### src/rtl/wfi_pkg.sv
package wfi_pkg;

  typedef enum logic [0:0] {
    ST_RUN  = 1'b0,
    ST_WAIT = 1'b1
  } wfiState_t;

  // strobes from control to datapath
  typedef struct packed {
    logic armed;       // core is held; wake evaluation enabled
    logic latchCause;  // wake accepted this cycle; record cause
  } ctrlStrobe_t;

  // cause encoding carried by the datapath register
  localparam int CAUSE_W   = 3;
  localparam int CAUSE_IRQ = 0;
  localparam int CAUSE_DBG = 1;
  localparam int CAUSE_RES = 2;

endpackage

### src/rtl/wfiWakePath.sv
module wfiWakePath
  import wfi_pkg::*;
#(
  parameter int NUM_LINES   = 2,
  parameter int SYNC_STAGES = 2
) (
  input  logic                 clk,
  input  logic                 rstN,
  input  logic [NUM_LINES-1:0] intN,
  input  logic [NUM_LINES-1:0] intMask,
  input  logic                 dbgReq,
  input  logic                 dbgEn,
  input  ctrlStrobe_t          strobe,
  output logic                 wakeEv,
  output logic                 takeIrq,
  output logic                 enterDbg,
  output logic                 resumeNext
);

  localparam int LAST = SYNC_STAGES - 1;

  logic [NUM_LINES-1:0] lineActive;
  logic                 intAny;
  logic                 intLive;
  logic                 dbgOk;
  logic [CAUSE_W-1:0]   causeQ;
  logic [CAUSE_W-1:0]   causeD;

  // per-line synchroniser; active-high internally
  for (genvar g = 0; g < NUM_LINES; g++) begin : gSync
    logic [SYNC_STAGES-1:0] chain;
    always_ff @(posedge clk or negedge rstN) begin
      if (!rstN) chain <= '0;
      else       chain <= {chain[LAST-1:0], ~intN[g]};
    end
    assign lineActive[g] = chain[LAST];
  end

  // wake qualification is independent of masking
  assign intAny  = |lineActive;
  assign intLive = |(lineActive & ~intMask);
  assign dbgOk   = dbgReq & dbgEn;
  assign wakeEv  = strobe.armed & (intAny | dbgOk);

  // priority: debug, then unmasked interrupt, then plain resume
  always_comb begin
    causeD = '0;
    if (strobe.latchCause) begin
      if (dbgOk)        causeD[CAUSE_DBG] = 1'b1;
      else if (intLive) causeD[CAUSE_IRQ] = 1'b1;
      else              causeD[CAUSE_RES] = 1'b1;
    end
  end

  always_ff @(posedge clk or negedge rstN) begin
    if (!rstN) causeQ <= '0;
    else       causeQ <= causeD;
  end

  assign takeIrq    = causeQ[CAUSE_IRQ];
  assign enterDbg   = causeQ[CAUSE_DBG];
  assign resumeNext = causeQ[CAUSE_RES];

  AST_DBG_PRIO: assert property (@(posedge clk) disable iff (!rstN)
    (strobe.latchCause && dbgOk) |=> (enterDbg && !takeIrq));

  AST_MASKED_RESUME: assert property (@(posedge clk) disable iff (!rstN)
    (strobe.latchCause && !dbgOk && !intLive) |=> (resumeNext && !takeIrq));

  AST_LIVE_TAKE: assert property (@(posedge clk) disable iff (!rstN)
    (strobe.latchCause && !dbgOk && intLive) |=> takeIrq);

  AST_NO_DBG_WHEN_OFF: assert property (@(posedge clk) disable iff (!rstN)
    (strobe.armed && !dbgEn && !intAny) |-> !wakeEv);

endmodule

### src/rtl/wfiCtrlFsm.sv
module wfiCtrlFsm
  import wfi_pkg::*;
(
  input  logic        clk,
  input  logic        rstN,
  input  logic        wfiEnter,
  input  logic        wakeEv,
  output ctrlStrobe_t strobe,
  output logic        coreStall
);

  wfiState_t stateQ;
  wfiState_t stateD;

  always_comb begin
    stateD = stateQ;
    unique case (stateQ)
      ST_RUN:  if (wfiEnter) stateD = ST_WAIT;
      ST_WAIT: if (wakeEv)   stateD = ST_RUN;
      default: stateD = ST_RUN;
    endcase
  end

  always_ff @(posedge clk or negedge rstN) begin
    if (!rstN) stateQ <= ST_RUN;
    else       stateQ <= stateD;
  end

  assign strobe.armed      = (stateQ == ST_WAIT);
  assign strobe.latchCause = (stateQ == ST_WAIT) && wakeEv;
  assign coreStall         = (stateQ == ST_WAIT);

  AST_STALL_RISE: assert property (@(posedge clk) disable iff (!rstN)
    (!coreStall && wfiEnter) |=> coreStall);

  AST_HOLD_NO_WAKE: assert property (@(posedge clk) disable iff (!rstN)
    (coreStall && !wakeEv) |=> coreStall);

  AST_RELEASE: assert property (@(posedge clk) disable iff (!rstN)
    (coreStall && wakeEv) |=> !coreStall);

endmodule

### src/rtl/wfiWakeCtrl.sv
module wfiWakeCtrl
  import wfi_pkg::*;
#(
  parameter int SYNC_STAGES = 2
) (
  input  logic clk,
  input  logic rstN,
  input  logic fiqN,
  input  logic irqN,
  input  logic maskF,
  input  logic maskI,
  input  logic dbgReq,
  input  logic dbgEn,
  input  logic wfiEnter,
  output logic coreStall,
  output logic wakeTakeIrq,
  output logic wakeEnterDbg,
  output logic wakeResume
);

  localparam int NUM_LINES = 2;

  ctrlStrobe_t strobe;
  logic        wakeEv;

  wfiWakePath #(
    .NUM_LINES  (NUM_LINES),
    .SYNC_STAGES(SYNC_STAGES)
  ) u_path (
    .clk       (clk),
    .rstN      (rstN),
    .intN      ({fiqN, irqN}),
    .intMask   ({maskF, maskI}),
    .dbgReq    (dbgReq),
    .dbgEn     (dbgEn),
    .strobe    (strobe),
    .wakeEv    (wakeEv),
    .takeIrq   (wakeTakeIrq),
    .enterDbg  (wakeEnterDbg),
    .resumeNext(wakeResume)
  );

  wfiCtrlFsm u_ctrl (
    .clk      (clk),
    .rstN     (rstN),
    .wfiEnter (wfiEnter),
    .wakeEv   (wakeEv),
    .strobe   (strobe),
    .coreStall(coreStall)
  );

  AST_ONE_CAUSE_ON_FALL: assert property (@(posedge clk) disable iff (!rstN)
    $fell(coreStall) |-> ($countones({wakeTakeIrq, wakeEnterDbg, wakeResume}) == 1));

  AST_QUIET_OTHERWISE: assert property (@(posedge clk) disable iff (!rstN)
    !$fell(coreStall) |-> !(wakeTakeIrq || wakeEnterDbg || wakeResume));

endmodule

### config.mk
export PLATFORM = sky130hd
export DESIGN_NAME = wfiWakeCtrl
export DESIGN_NICKNAME = d
export VERILOG_FILES = /design/src/rtl/wfi_pkg.sv /design/src/rtl/wfiWakePath.sv /design/src/rtl/wfiCtrlFsm.sv /design/src/rtl/wfiWakeCtrl.sv
export SDC_FILE = /design/constraint.sdc
export NUM_CORES = 1
export LEC_CHECK = 0
export ABC_AREA = 1
export BUFFER_PORTS_ARGS = -buffer_cell sky130_fd_sc_hd__clkbuf_2
export CORE_AREA = 2 2 39 41
export DETAILED_ROUTE_END_ITERATION = 16
export DIE_AREA = 0 0 41 43
export PLACE_DENSITY_LB_ADDON = 0.2
export SLEW_MARGIN = 0
export SYNTH_ARGS = -nofsm -noshare
export SYNTH_HDL_FRONTEND = slang
export SYNTH_HIERARCHICAL = 1
export SYNTH_SLANG_ARGS = --single-unit
### constraint.sdc
create_clock -name clk -period 1.1 [get_ports clk]
set_input_delay 0.165 -clock clk [delete_from_list [all_inputs] [get_ports clk]]
set_output_delay 0.165 -clock clk [all_outputs]
set_load 0.005 [all_outputs]
==> key figures <==
Outcome
  – Outcome: finished clean

Setup path
  – Levels on crit path: 5
  – CP cell instances: a21boi_1 -> nand2_1 -> inv_1 -> nand2_2 -> nor2_1
  – CP max-delay cell: dfrtp_1
  – WP data required: 1.29 ns
  – Worst R2R Setup Slack: 0.14 ns
  – WS Path Type: reg2reg
  – Top fanout value on the critical path: 5
  – Crit path DAT: 1.15 ns
  – Critical R2R Capture: u_path/causeQ[2]
  – Max incr delay on CP: 0.39 ns
  – CP delay by family, top: flip-flops
  – Startpoint types: flop
  – CP bufs+invs: 1
  – Reg2Reg Depth: 5
  – Reg2reg start: u_ctrl/coreStall
  – Crit end category: flop

Timing
  – Fmax: 1041 MHz
  – Final Setup Violations: 0
  – Count of final max-slew check failures: 0
  – Crit path time final: 0.9607 ns
  – Final period utilization: 0.8733
  – Slew headroom: 0.8680
  – Worst hold slack: between 0.05 and 0.06 ns
  – Final hold vios: 0
  – Worst-Margin Slew: between 0.15 and 0.2 ns
  – RSZ-0062 raised after global routing: false
  – Clk_skew: about 0.0063 ns
  – Final TNS setup: 0 ns

Min path
  – Min-delay worst type: in2reg
  – Hold_sp: irqN
  – Hold path cells: 2
  – Worst Hold Endpoint: u_path/gSync[0].chain[0]

Synthesis
  – Yosys cell types: 8
  – Post-Syn Area: 309.0 um^2
  – Dominant cells by area after synthesis: dfrtp_1 (65%), inv_1 (9.7%), nand2_2 (8.1%), nand2_1 (6.1%), nor2_1 (3.6%)
  – Yosys top cell area share: 0.6478
  – Syn avg cell area: around 10 um^2
  – Syn Inst Count: 31
  – Sequential fraction of the synthesis area: 0.6478
  – Net Count, Synth: 40
  – Post-synthesis register bit count: 8
  – Synth area leader: dfrtp_1
  – Ys Warns: 6

Routing
  – WL per Instance: 6.629 um
  – Detailed-route vias per instance: 3.516
  – Via count: 218
  – Remaining antenna violation count: 0
  – DRC viols: 0
  – Final wirelength: 411 um
  – Drt pass-1 iters: 1
  – Starting DRT DRC Count: 0

Finish
  – Final nets: 57
  – Most common cell after layout, fill and taps aside: clkbuf_2
  – Post-layout util: 0.2993
  – Final Non-Filler Cells: 62
  – # diodes: 0
  – Area growth, synth to finish: 34.01%
  – Fillcell total: 147
  – Most frequent cells in the layout: clkbuf_2 (12), inv_1 (8), dfrtp_1 (8)
  – Share of cells above drive strength 1: 0.4348

Floorplan
  – IO Count: 13
  – Num rows: 14
  – Initial Util: 0.2233
  – Core area: 0.001384 mm^2
  – Die Ht: 43 um
  – Die area: 0.001763 mm^2
  – DIE WIDTH: 41 um

GRT
  – Met2 Use GR: 0.06875
  – First-pass GRT wire length: 586 um
  – Largest net degree at the start of global routing: 9
  – Gr busiest metal: met3
  – Met3 Resource Use GR: 0.09424
  – Initial antenna violation count: 0
  – GRT Total Usage: 0.06079
  – Vias in the first global route: 158
  – Met1 Resource Use GR: 0.05629
  – Congestion Overflow GR: 0

Power
  – Pwr dens: 1798 mW/mm^2
  – Leak: between 0.2 and 0.25 nW
  – Worst vdd ir: 0.6487 mV
  – Power, Total: 744.7 uW

Placement
  – Detailed-placement wirelength estimate: between 300 and 400 um
  – Buffers on Ports: 12
  – Final GP Congestion: 0.6299
  – Placed Cells: 58

Clocking
  – Clock Sinks: 8
  – TritonCTS clock tree: built
  – Worst-Skew Late Latency: 0.25 ns
  – Number of setup buffers added after CTS: 0
  – CTS buffer count: 3
  – Root buffer cell: clkbuf_4
  – Htree depth: 1
  – CTS max path bufs: 2
  – Worst-path clk slew: 0.05 ns

Flow run
  – Max-cap violation count: 0
-- routing by layer --
| metal | wire length (um) | vias up |
|---|---|---|
| met3 | 73 | 0 |
| met5 | 0 | - |
| met2 | 184 | 12 |
| met1 | 153 | 89 |
| li1 | - | 117 |
| met4 | 0 | 0 |
-- power breakdown --
group          switching (mW)  internal [mW]  total [mW]
combinational          0.0845         0.0804       0.165
sequential             0.0263          0.338       0.364
clock                  0.0916          0.124       0.216
total                   0.202          0.542       0.745
-- stage by stage --
| step | cell area, um^2 | worst slack, ns |
|---|---|---|
| floorplan | 309.0 | 0.08383 |
| global placement | 381.6 | 0.1389 |
| detailed placement | 381.6 | 0.1329 |
| CTS | 414.1 | 0.1237 |
| global route | 414.1 | 0.06529 |
| finish | 414.1 | 0.1393 |
-- cell usage after synthesis --
master	n
nand2_2	4
buf_4	1
nor2_1	3
dfrtp_1	8
inv_1	8
nand2_1	5
a21oi_2	1
a21boi_1	1
-- repair_timing --
| item | 4_1_cts | 5_1_grt |
|---|---|---|
| gates resized for setup | 0 | 0 |
| hold endpoints to repair | 8 | 0 |
| hold buffers | 1 | 0 |
-- worst max path at each step --
stage | startpoint | slack (ns) | to
after detailed placement | u_ctrl/coreStall | 0.13 | u_path/causeQ[0]
after global routing | u_ctrl/coreStall | 0.07 | u_path/causeQ[2]
after global placement | u_ctrl/coreStall | 0.14 | u_path/causeQ[2]
after floorplan | u_ctrl/coreStall | 0.08 | u_path/causeQ[0]
final | u_ctrl/coreStall | 0.14 | u_path/causeQ[2]
after CTS | u_ctrl/coreStall | 0.12 | u_path/causeQ[0]
-- final cells by class --
cell class                 count  area, um^2  area share
clock buffer                   3       22.52     0.05438
inverter                       8       30.03     0.07251
multi-input combinational     14       71.32      0.1722
sequential                     8       200.2      0.4834
tap                           16       20.02     0.04834
timing repair buffer          13       70.07      0.1692
-- registers in the layout (all words and copies together), names as in the netlist --
| name | count |
|---|---|
| u_path/gSync.chain | 4 |
| u_path/causeQ | 3 |
| u_ctrl/coreStall | 1 |
-- cell families (layout without fill, tap and decap cells) --
kind of cell	count (synthesis)	after routing	share of synthesized area
compound gates	2	2	0.05265
flops	8	8	0.6478
simple gates	12	12	0.1781
buf+inv	9	24	0.1215
Note: power is estimated with default switching activity, not from simulation.
